### config.mk
export PLATFORM = sky130hd
export DESIGN_NAME = bus_tenure_ctrl
export DESIGN_NICKNAME = d
export VERILOG_FILES = /design/src/rtl/bus_tenure_ctrl.sv
export SDC_FILE = /design/constraint.sdc
export NUM_CORES = 1
export LEC_CHECK = 0
export BUFFER_PORTS_ARGS = -buffer_cell sky130_fd_sc_hd__buf_2
export CAP_MARGIN = 10
export CORE_UTILIZATION = 50
export DETAILED_ROUTE_END_ITERATION = 10
export PLACE_DENSITY = 0.77
export REMOVE_ABC_BUFFERS = 1
export SYNTH_ARGS = -nofsm -noshare
export SYNTH_HDL_FRONTEND = slang
export SYNTH_SLANG_ARGS = --single-unit
### constraint.sdc
create_clock -name clk -period 2.3 [get_ports clk]
set_clock_uncertainty 0.15 [all_clocks]
set_input_delay 0.575 -clock clk [delete_from_list [all_inputs] [get_ports clk]]
set_output_delay 0.575 -clock clk [all_outputs]
set_load 0.02 [all_outputs]
### src/rtl/bus_tenure_ctrl.sv
module bus_tenure_ctrl #(
  parameter int CLKS_PER_MS = 50000
) (
  input  logic       clk,
  input  logic       rst_n,
  input  logic       fifo_pend,
  input  logic       dma_start,
  input  logic       cpu_rd,
  input  logic       cpu_wr,
  input  logic       atomic_mode,
  input  logic       iack_go,
  input  logic [2:0] limit_sel,
  input  logic       bus_grant,
  input  logic       cycle_busy,
  output logic       bus_req,
  output logic       bus_owned,
  output logic       bus_release,
  output logic       tenure_expired
);
  localparam int PW = (CLKS_PER_MS > 1) ? $clog2(CLKS_PER_MS) : 1;
  localparam logic [PW-1:0] PRE_TOP = PW'(CLKS_PER_MS - 1);

  logic          own_q, pend_q, seen_q, rel_q;
  logic [PW-1:0] pre_q;
  logic [3:0]    ms_q;
  logic [3:0]    lim_ms;
  logic          lim_on;

  always_comb begin
    lim_on = 1'b1;
    case (limit_sel)
      3'd1:    lim_ms = 4'd2;
      3'd2:    lim_ms = 4'd4;
      3'd3:    lim_ms = 4'd8;
      default: begin lim_ms = 4'd0; lim_on = 1'b0; end
    endcase
  end

  wire post  = dma_start | cpu_rd | iack_go | (cpu_wr & atomic_mode);
  wire take  = ~own_q & bus_req & bus_grant;
  wire tick  = own_q & (pre_q == PRE_TOP);
  wire expd  = own_q & (((limit_sel == 3'd0) & seen_q) | (lim_on & (ms_q >= lim_ms)));
  wire idle  = ~fifo_pend & ~pend_q;
  wire drop  = own_q & ~cycle_busy & (expd | idle);

  assign bus_req        = ~own_q & (fifo_pend | pend_q);
  assign bus_owned      = own_q;
  assign bus_release    = rel_q;
  assign tenure_expired = expd;

  always_ff @(posedge clk) begin
    if (!rst_n) begin
      own_q  <= 1'b0;
      pend_q <= 1'b0;
      seen_q <= 1'b0;
      rel_q  <= 1'b0;
      pre_q  <= '0;
      ms_q   <= '0;
    end else begin
      rel_q  <= drop;
      pend_q <= (pend_q & ~(own_q & cycle_busy)) | post;
      if (take)      own_q <= 1'b1;
      else if (drop) own_q <= 1'b0;
      if (take || !own_q || tick) pre_q <= '0;
      else                        pre_q <= pre_q + PW'(1);
      if (take)                         ms_q <= '0;
      else if (tick && ms_q != 4'hf)    ms_q <= ms_q + 4'd1;
      if (take)                         seen_q <= 1'b0;
      else if (own_q && cycle_busy)     seen_q <= 1'b1;
    end
  end


  grant_take_chk: assert property (@(posedge clk) disable iff (!rst_n)
    (!bus_owned && bus_req && bus_grant) |=> bus_owned);

  no_midcycle_rel_chk: assert property (@(posedge clk) disable iff (!rst_n)
    (bus_owned && cycle_busy) |=> bus_owned);

  rel_pulse_chk: assert property (@(posedge clk) disable iff (!rst_n)
    bus_release |=> !bus_release);

  rel_follows_own_chk: assert property (@(posedge clk) disable iff (!rst_n)
    $fell(bus_owned) |-> bus_release);

  post_req_chk: assert property (@(posedge clk) disable iff (!rst_n)
    (!bus_owned && dma_start) |=> (bus_req || bus_owned));

  unlimited_chk: assert property (@(posedge clk) disable iff (!rst_n)
    (limit_sel[2] && $stable(limit_sel)) |-> !tenure_expired);
endmodule

== After elaboration in Yosys (flattened, before gate mapping) ==
Index checks and enable logic that the tools add are counted.
Word-level totals
  bits in registers: 24
  bits in latches: 0
  bits in writable memories: 0
  memory bits (read-only): 0
  input port bits: 13
  output and inout port bits: 4
  logic and storage cells: 54
  memories kept: 0
Operators by class
  add/subtract/negate cells: 2
  $mul: 0
  div/mod/pow operators: 0
  order comparisons: 1
  equal/unequal tests: 5
  shift operators: 0
  mux-type cells: 4
  bitwise operators: 26
  reduce and logical (&&, ||, !) cells: 10
Operator list (count)
  adder 16 x 1 -> 16 bit (second input constant): 1
  == test 16 bit (second input constant): 1
  bitwise AND 1 bit: 13
  one-hot mux 4 bit (3 select lines): 1
  OR 1 bit: 7
  == test 3 x 2 -> 1 bit (second input constant): 2
  NOT 1 bit: 6
  adder 4 x 1 -> 4 bit (second input constant): 1
  greater-or-equal comparator 4 bit: 1
  inequality test 4 bit (second input constant): 1
  OR reduction 2 bit: 2
  == test 3 x 1 -> 1 bit (second input constant): 1
  zero test 3 bit: 1
  two-way mux 1 bit: 3
  OR reduction 3 bit: 1
  logical AND 1 bit: 2
  logical OR 1 bit: 2
  nonzero test 2 bit: 1
  zero test 1 bit: 1

== Depth between registers and ports, before layout ==
Gate-level depths: netlist of the first run.
  depth in word-level cells: 10
  depth in mapped cells: 6
  mapped depth without buffers: 6

== Least setup slack after synthesis of the first run ==
Ideal clock, no wire load.
  path kind: input port to output port
  start point: input limit_sel[2]
  end point: output tenure_expired
  arrival time: 1.744 ns
  required time: 1.575 ns
  path slack: -0.169 ns
  cell stages on the path: 5
  buffers on the path: 0
  path through: or3b_2 ha_1 nand2_1 a21oi_1 o31a_1
On the way
  cells in the longest elaborated chain, start to end: 6
  elaborated cells between the ends (all ways): 12
  classes of those cells: 1 x order compare; 3 x eq/ne; 2 x mux; 4 x bitwise; 2 x reduce/logical
RTL lines
  start: declaration: line 12  | input logic [2:0] limit_sel,
  == test 3 x 2 -> 1 bit or == test 3 x 1 -> 1 bit (tied branches): line 31  | case (limit_sel)
  one-hot mux 4 bit (3 select lines) or OR reduction 3 bit (tied branches)
  greater-or-equal comparator 4 bit or two-way mux 1 bit (tied branches): line 42, 31
  bitwise AND 1 bit: line 42  | wire expd = own_q & (((limit_sel == 3'd0) & seen_q) | (lim_on & (ms_q >= lim_ms)));
  OR 1 bit *: line 42
  bitwise AND 1 bit *: line 42
  end: declaration: line 18  | output logic tenure_expired
Mark *: on every way between the ends. The rest lies on a longest branch, timed or not.

== Final worst setup path of the first run ==
  start point: input limit_sel[0]
  end point: output tenure_expired
Same word-level chain as after synthesis.

==> impl_metrics.yaml, run 1 <==
timing:
  fmax_mhz: 397
  slew_headroom_pct: 63.7
  hold_viol_final: 0
  finalCritPeriodShare_pct: 110
  grt_setup_unrepaired: "yes"
  worst_slack_ps: -221
  setup_viol: 1
  tightest_slew_ps: 539
  drv_slew: 0
  worst_hold_slack_ps: 327
  fin_crit_ps: 2520
worst_setup_path:
  required_ps: 1570
  worst-r2r-setup-slack_ps: 330
  critPathCaptureType: "output port"
  r2r-start: "pre_q[13]"
  crit_type: "primary input to output port"
  rr_endpoint: "ms_q[2]"
  r2r_cells: 4
  start_kind: "primary input"
  critPathArrivalTime_ps: 1800
  critPathMaxFanout: 4
routing:
  vias_per_cell: 5.68
  drt_iter0_drc: 23
  drc: 0
  ant_nets: 0
  drt_wl_total_um: 2550
  post_drt_wl_per_cell_um: 13.1
  dr.pass1.iters: 4
  num_vias: 1107
cts:
  clock_latency_ps: 310
  numCtsBuffers: 3
  path_clk_slew_ps: 130
  cts_buffer_depth: 2
  cts_max_level: 1
  cts.sink_count: 24
  cts_tree: "done"
  cts-root-buf: "clkbuf_4"
global_route:
  grt.total_usage_pct: 22.4
  antenna_found_initial: 0
  grt_overflow: 0
  grt_max_degree: 17
  grt_pass1_wl_um: 4480
  grt_pass1_vias: 1081
floorplanning:
  die_w_um: 51.3
  core_area_mm2: 0.00225
  row_count: 17
  die_y_um: 51.3
  start_util_pct: 53.9
  ioPinCount: 17
  fp.dieArea_mm2: 0.00263
synth:
  synth_seq_cells: 24
  syn_avg_cell_area_um2: 8.63
  ys_seq_area_share_pct: 39.5
  synth_warnings: 0
  synthCells: 141
  synth_edf_count: 0
  syn_area_mm2: 0.00122
  synthArstFlopShare_pct: 0
  synth_top_flop_cell: "dfxtp_1"
  synth_cell_types: 36
min_path:
  min-delay-start: "pre_q[0]"
  holdPathStages: 1
  hold_class: "flip-flop to flip-flop"
  min_to: "pre_q[0]"
outcome:
  outcome: "complete, but fails checks"
  failed_checks: "negative setup slack"
flow_run:
  maxCapViolations: 0
pwr:
  p_clk_share_pct: 29.7
  power_switching_mw: 0.180
  p_per_area_mw_per_mm2: 505
  netSwitchingFraction_pct: 24.3
  irDropWorstVdd_mv: 0.520
  p_leak_nw: 0.501
  p_int_mw: 0.561
  comb_power_share_pct: 11.8
  p_seq_share_pct: 58.5
finish:
  layout.nets: 186
  insertedDiodeCount: 0
  area_delta_synth_final_pct: 20.7
  fin_util_pct: 65.1
  drive_gt1_share_pct: 22.8
placement:
  place_hpwl_um: 1890
  portBuffers: 16
  gp_congestion: 0.841
per-layer routing:
layer | vias to the layer above | track usage [%] | share of wire (%)
li1 | 561 | - | -
met2 | 11 | 39.7 | 54
met5 | - | 0 | 0
met3 | 2 | 4.17 | 1.9
met4 | 0 | 9.91 | 0.67
met1 | 533 | 26.0 | 44
stage by stage:
step                area, um^2  setup WS (ps)  setup TNS, ps  power, mW  cells
finish                    1470           -221           -221      0.741    195
global route              1470           -273           -273      0.777    195
CTS                       1450           -240           -240      0.745    195
detailed placement        1380           -417           -660      0.522    191
global placement          1380           -366           -503      0.518    191
floorplan                 1210           -169           -169      0.483    140
critical path, cell delays in order:
cell	delay [ps]
buf_2	110
buf_4	130
nor3b_2	150
ha_1	270
nand2b_1	100
a21oi_2	60
o31a_1	260
buf_6	140
how the worst max path moves through the flow:
stage	start	endpoint	slack, ps	cells after the start
6_report	limit_sel[0]	tenure_expired	-220	8
5_1_grt	limit_sel[1]	tenure_expired	-270	8
4_1_cts	limit_sel[2]	tenure_expired	-240	8
3_5_place_dp	limit_sel[2]	tenure_expired	-420	7
3_3_place_gp	limit_sel[2]	tenure_expired	-370	7
2_1_floorplan	limit_sel[2]	tenure_expired	-170	5
registers in the layout, summed over array words and instances, names as in the netlist:
signal	flops
bus_release	1
pend_q	1
seen_q	1
bus_owned	1
ms_q	4
pre_q	16
power by group through the flow:
| stage | Clock (mW) | Sequential, mW | Combinational [mW] |
|---|---|---|---|
| detailed placement | 0 | 0.443 | 0.0789 |
| floorplan | 0 | 0.445 | 0.0382 |
| finish | 0.220 | 0.434 | 0.0875 |
| global placement | 0 | 0.443 | 0.0757 |
| global route | 0.246 | 0.435 | 0.0955 |
| CTS | 0.227 | 0.433 | 0.0848 |
placed cells by master (no fill, tap or decap), types with 2 or more instances in the layout:
cell / count
inv_1: 5
nand2_1: 6
dfxtp_1: 24
buf_4: 6
nand3b_1: 3
ha_1: 3
o21ai_1: 3
nor4_1: 3
nor2_1: 24
o21ai_0: 2
buf_6: 3
ha_4: 2
clkbuf_4: 3
xor2_1: 2
a21oi_1: 3
nor3_1: 8
a31oi_1: 3
xnor2_1: 12
and3_1: 3
buf_2: 14
nand3_1: 7
nand4_1: 6
logic make-up (layout without fill, tap and decap cells):
logic type,count (synthesis),count (layout),synth area share (%)
AOI/OAI and AO/OA,19,19,9.98
buffers and inverters,6,32,2.16
xor gates and xnor gates,14,14,10.1
and+or+nand+nor,73,73,33.1
DFF,24,24,39.5
adders and majority gates,5,5,5.14
cell usage after synthesis, types with 2 or more instances:
| master | count | area share [%] |
|---|---|---|
| nand3_1 | 7 | 2.9 |
| o21ai_1 | 2 | 0.82 |
| nand2_1 | 7 | 2.2 |
| xnor2_1 | 12 | 8.6 |
| dfxtp_1 | 24 | 40 |
| nor3_1 | 8 | 3.3 |
| nor4_1 | 3 | 1.5 |
| o21ai_0 | 3 | 1.2 |
| and3_1 | 3 | 1.5 |
| nor2_1 | 24 | 7.4 |
| nand4_1 | 6 | 3.1 |
| a21oi_1 | 4 | 1.6 |
| inv_1 | 5 | 1.5 |
| a31oi_1 | 3 | 1.5 |
| xor2_1 | 2 | 1.4 |
| nor3b_1 | 2 | 1.2 |
| ha_1 | 5 | 5.1 |
| nand3b_1 | 3 | 1.9 |
repair_timing:
item / 4_1_cts / 5_1_grt
resized for setup: 8 / 3
hold buffers: 0 / 0
pin swaps: 3 / 1
setup buffers: 0 / 0
endpoints found under the setup margin: 1 / 1
final cells by class:
cell class,instances,area [um^2]
fill,204,787
inverter,5,18.8
tap,28,35.0
multi-input combinational,111,748
clock buffer,4,36.3
sequential,24,480
timing repair buffer,23,149
(Power assumes the default switching activity.)
==> inputs of run 2 (changes only) <==
--- a/config.mk
+++ b/config.mk
@@ -6,9 +6,9 @@
 export NUM_CORES = 1
 export LEC_CHECK = 0
 export BUFFER_PORTS_ARGS = -buffer_cell sky130_fd_sc_hd__buf_2
-export CAP_MARGIN = 10
 export CORE_UTILIZATION = 50
 export DETAILED_ROUTE_END_ITERATION = 10
+export MAX_ROUTING_LAYER = met4
 export PLACE_DENSITY = 0.77
 export REMOVE_ABC_BUFFERS = 1
 export SYNTH_ARGS = -nofsm -noshare
==> run 2 against run 1 <==
Against the previous run:
- the flow still finishes with violations (negative setup slack)
- sequential power hardly changed
- utilization is the same
- flip-flop and latch count did not move
- register-to-register slack about the same
- critical endpoint unchanged
- largest power group unchanged
==> impl_metrics.yaml, run 2 (synthesis results as in run 1) <==
cts:
  cts.sink_count: 24
  path_clk_slew_ps: 130
  numCtsBuffers: 3
  holdBufCountCts: 0
  cts_buffer_depth: 2
  cts_tree: "done"
  cts_max_level: 1
  cts-root-buf: "clkbuf_4"
  clock_latency_ps: 310
  cts_setup_buffers: 0
worst_setup_path:
  critPathCaptureType: "output port"
  cp_cell_sequence: "buf_2 -> buf_4 -> nor3b_2 -> ha_1 -> nand2b_1 -> a21oi_2 -> o31a_1 -> buf_6"
  crit_family: "buffers and inverters"
  slowest_stage: "ha_1"
  critPathMaxFanout: 4
  cpPeakStageDelay_ps: 270
  crit_buf_inv: 3
  critPathArrivalTime_ps: 1800
  required_ps: 1570
  start_kind: "primary input"
  crit_type: "primary input to output port"
finish:
  mostFrequentLayoutCells: "nor2_1 (24), dfxtp_1 (24), buf_2 (14)"
  largest-register: "pre_q"
  largest_reg_flops: 16
  layout.cells.non_filler: 195
  area_delta_synth_final_pct: 20.7
  drive_gt1_share_pct: 22.8
  insertedDiodeCount: 0
  layout.nets: 186
  stdcell_area_mm2: 0.00147
  reg_top3: "pre_q: 16 flops, ms_q: 4 flops"
routing:
  drc: 0
  drt_iter0_drc: 21
  drt_wl_total_um: 2550
  ant_nets: 0
  post_drt_wl_per_cell_um: 13.1
  num_vias: 1103
  vias_per_cell: 5.66
  dr.pass1.iters: 4
timing:
  hold_viol_final: 0
  grt_setup_unrepaired: "yes"
  slew_headroom_pct: 63.7
  fin_tns_setup_ps: -221
  finalCritPeriodShare_pct: 110
  setup_viol: 1
  worst_hold_slack_ps: 327
  drv_slew: 0
  worst_slack_ps: -221
  tightest_slew_ps: 539
  fin_crit_ps: 2520
  fmax_mhz: 397
pwr:
  comb_power_share_pct: 11.8
  p_seq_share_pct: 58.5
  p_leak_nw: 0.501
  irDropWorstVdd_mv: 0.523
  netSwitchingFraction_pct: 24.4
  p_per_area_mw_per_mm2: 505
  p_int_mw: 0.561
  p_clk_share_pct: 29.7
  power_switching_mw: 0.181
outcome:
  outcome: "complete, but fails checks"
  failed_checks: "negative setup slack"
placement:
  dpl_cell_area_mm2: 0.00138
  portBuffers: 16
  dp_cells: 191
  gp_congestion: 0.854
  place_hpwl_um: 1890
flow_run:
  maxCapViolations: 0
floorplanning:
  die_y_um: 51.3
  core_area_mm2: 0.00225
  die_w_um: 51.3
  row_count: 17
  fp.dieArea_mm2: 0.00263
  ioPinCount: 17
  start_util_pct: 53.9
global_route:
  grt_overflow: 0
  grt.total_usage_pct: 23.0
  grt_pass1_wl_um: 4480
  grt_pass1_vias: 1082
  antenna_found_initial: 0
  grt_max_degree: 17
min_path:
  hold_class: "flip-flop to flip-flop"
-- run 2: cell counts in the layout (fill, tap and decap cells not counted) --
No cell type changed its count.
-- run 2: power groups by stage --
stage               clock network [mW]  logic (mW)  registers, mW
finish                           0.221      0.0875          0.434
global route                     0.246      0.0955          0.435
CTS                              0.227      0.0848          0.433
detailed placement                   0      0.0789          0.443
global placement                     0      0.0757          0.443
floorplan                            0      0.0382          0.445
-- run 2: final timing paths --
path | from | to | slack [ps] | depth (start not counted)
worst max-delay path | limit_sel[0] | tenure_expired | -220 | 8
worst max register to register | pre_q[13] | ms_q[2] | 330 | 4
worst min-delay path | pre_q[0] | pre_q[0] | 330 | 1
worst min register to register | pre_q[0] | pre_q[0] | 330 | 1
-- run 2: what timing repair did --
action	4_1_cts	5_1_grt
resized for setup	8	3
setup endpoints to repair	1	1
endpoints found under the hold margin	0	0
pin swaps	3	1
-- run 2: final cells by class --
| type | instances | area [um^2] |
|---|---|---|
| multi-input cells | 111 | 748 |
| fillers | 204 | 787 |
| inverters | 5 | 18.8 |
| clock buffers | 4 | 36.3 |
| flip-flops and latches | 24 | 480 |
| well taps | 28 | 35.0 |
| repair buffers | 23 | 149 |
-- run 2: metal layers --
metal	part of all wire [%]	up-vias	track usage [%]	wire, um
met3	2.0	2	4.17	50
met5	0	-	-	0
met4	0.82	0	9.91	21
li1	-	562	-	-
met2	54	10	39.7	1370
met1	43	529	26.0	1110
-- run 2: metrics by stage --
| step | util, % | power (mW) | worst slack (ps) |
|---|---|---|---|
| floorplan | - | 0.483 | -169 |
| global placement | 61.0 | 0.518 | -366 |
| detailed placement | 61.0 | 0.522 | -417 |
| CTS | 64.3 | 0.745 | -240 |
| global route | 65.1 | 0.777 | -273 |
| finish | 65.1 | 0.742 | -221 |
==> inputs of run 3 (changes only) <==
--- a/config.mk
+++ b/config.mk
@@ -8,8 +8,10 @@
 export BUFFER_PORTS_ARGS = -buffer_cell sky130_fd_sc_hd__buf_2
 export CORE_UTILIZATION = 50
 export DETAILED_ROUTE_END_ITERATION = 10
+export GPL_ROUTABILITY_DRIVEN = 0
 export MAX_ROUTING_LAYER = met4
 export PLACE_DENSITY = 0.77
+export RECOVER_POWER = 25
 export REMOVE_ABC_BUFFERS = 1
 export SYNTH_ARGS = -nofsm -noshare
 export SYNTH_HDL_FRONTEND = slang
==> run 3 against run 2 <==
Against the previous run:
- the flow still finishes with violations (negative setup slack)
- routed wire length fell by 0.31%
- cell count is the same
- utilization shrank 0.33 points
- setup slack hardly changed
- critical path type unchanged
- flip-flop and latch count did not move
- critical endpoint unchanged
- highest routed layer unchanged
==> impl_metrics.yaml, run 3 (synthesis results as in run 1) <==
flow_run:
  maxCapViolations: 0
cts:
  clock_latency_ps: 310
  cts_setup_buffers: 0
  cts.sink_count: 24
  numCtsBuffers: 3
  cts_max_level: 1
  cts_buffer_depth: 2
  cts-root-buf: "clkbuf_4"
  path_clk_slew_ps: 130
  cts_tree: "done"
pwr:
  p_leak_nw: 0.493
  p_per_area_mw_per_mm2: 506
  power_mw: 0.739
  irDropWorstVdd_mv: 0.519
finish:
  fin_util_pct: 64.8
  stdcell_area_mm2: 0.00146
  drive_gt1_share_pct: 21.0
  mostFrequentLayoutCells: "nor2_1 (24), dfxtp_1 (24), xnor2_1 (12), buf_2 (12), nor3_1 (9)"
  largest-register: "pre_q"
  largest_reg_flops: 16
  layout.nets: 186
  reg_top3: "pre_q: 16 flops, ms_q: 4 flops"
  area_delta_synth_final_pct: 20.1
  insertedDiodeCount: 0
  layout.cells.non_filler: 195
routing:
  num_vias: 1101
  post_drt_wl_per_cell_um: 13.0
  vias_per_cell: 5.65
  drt_wl_total_um: 2540
  drc: 0
  ant_nets: 0
  drt_iter0_drc: 16
  dr.pass1.iters: 4
worst_setup_path:
  worst-r2r-setup-slack_ps: 260
  required_ps: 1570
  start_kind: "primary input"
  critPathMaxFanout: 4
  r2r-start: "pre_q[13]"
  r2r_cells: 5
  rr_endpoint: "pre_q[4]"
  critPathArrivalTime_ps: 1800
  critPathCaptureType: "output port"
  crit_type: "primary input to output port"
timing:
  grt_setup_unrepaired: "yes"
  worst_hold_slack_ps: 327
  setup_viol: 1
  fmax_mhz: 397
  fin_tns_setup_ps: -221
  tightest_slew_ps: 542
  drv_slew: 0
  hold_viol_final: 0
  fin_crit_ps: 2520
  slew_headroom_pct: 63.5
  finalCritPeriodShare_pct: 110
  worst_slack_ps: -221
min_path:
  min-delay-start: "pre_q[0]"
  holdPathStages: 1
  hold_class: "flip-flop to flip-flop"
  min_to: "pre_q[0]"
global_route:
  use_met1_pct: 26.0
  grt_pass1_wl_um: 4480
  antenna_found_initial: 0
  grt_pass1_vias: 1082
  grt.busiest_layer: "met2"
  grt.total_usage_pct: 23.0
  grt_max_degree: 17
  gr-usage-met2_pct: 39.7
  grt_util_met3_pct: 4.17
  grt_overflow: 0
floorplanning:
  ioPinCount: 17
  start_util_pct: 53.9
  die_w_um: 51.3
  fp.dieArea_mm2: 0.00263
  row_count: 17
  core_area_mm2: 0.00225
  die_y_um: 51.3
placement:
  place_hpwl_um: 1890
  dpl_cell_area_mm2: 0.00138
  dp_cells: 191
  portBuffers: 16
  pre_cts_ws_ps: -417
outcome:
  failed_checks: "negative setup slack"
  outcome: "complete, but fails checks"
[run 3: cell types whose count changed in the layout (fill, tap and decap cells not counted), sizes merged]
cell / previous run / this run
clkbuf: 4 / 6
buf: 23 / 21
[run 3: layout make-up]
type	count	area, um^2
Clock buffer	4	36.3
Fill cell	204	795
Inverter	5	18.8
Multi-Input combinational cell	111	743
Sequential cell	24	480
Tap cell	28	35.0
Timing Repair Buffer	23	146
[run 3: worst max path at each step]
stage	start	to	cells after the start
CTS	limit_sel[2]	tenure_expired	8
floorplan	limit_sel[2]	tenure_expired	5
detailed placement	limit_sel[2]	tenure_expired	7
global route	limit_sel[1]	tenure_expired	8
global placement	limit_sel[2]	tenure_expired	7
finish	limit_sel[0]	tenure_expired	8
[run 3: metal layers]
layer	wire length (um)	part of all wire [%]
met4	21	0.83
met5	0	0
met3	41	1.6
met1	1110	44
met2	1360	54
[run 3: where the power goes]
group	internal, mW	switching, mW	total, mW
clock network	0.0966	0.122	0.219
registers	0.424	0.00978	0.434
logic	0.0393	0.0474	0.0867
total	0.560	0.179	0.739
[run 3: timing repair]
action / 4_1_cts / 5_1_grt
gates cloned: 0 / 0
pin swaps: 3 / 1
hold buffers: 0 / 0
resized for setup: 8 / 3
endpoints found under the setup margin: 1 / 1
[run 3: critical path, stage by stage]
cell and delay (ps):
buf_2 110, buf_4 130, nor3b_2 150, ha_1 270
nand2b_1 100, a21oi_2 60, o31a_1 260, buf_6 140
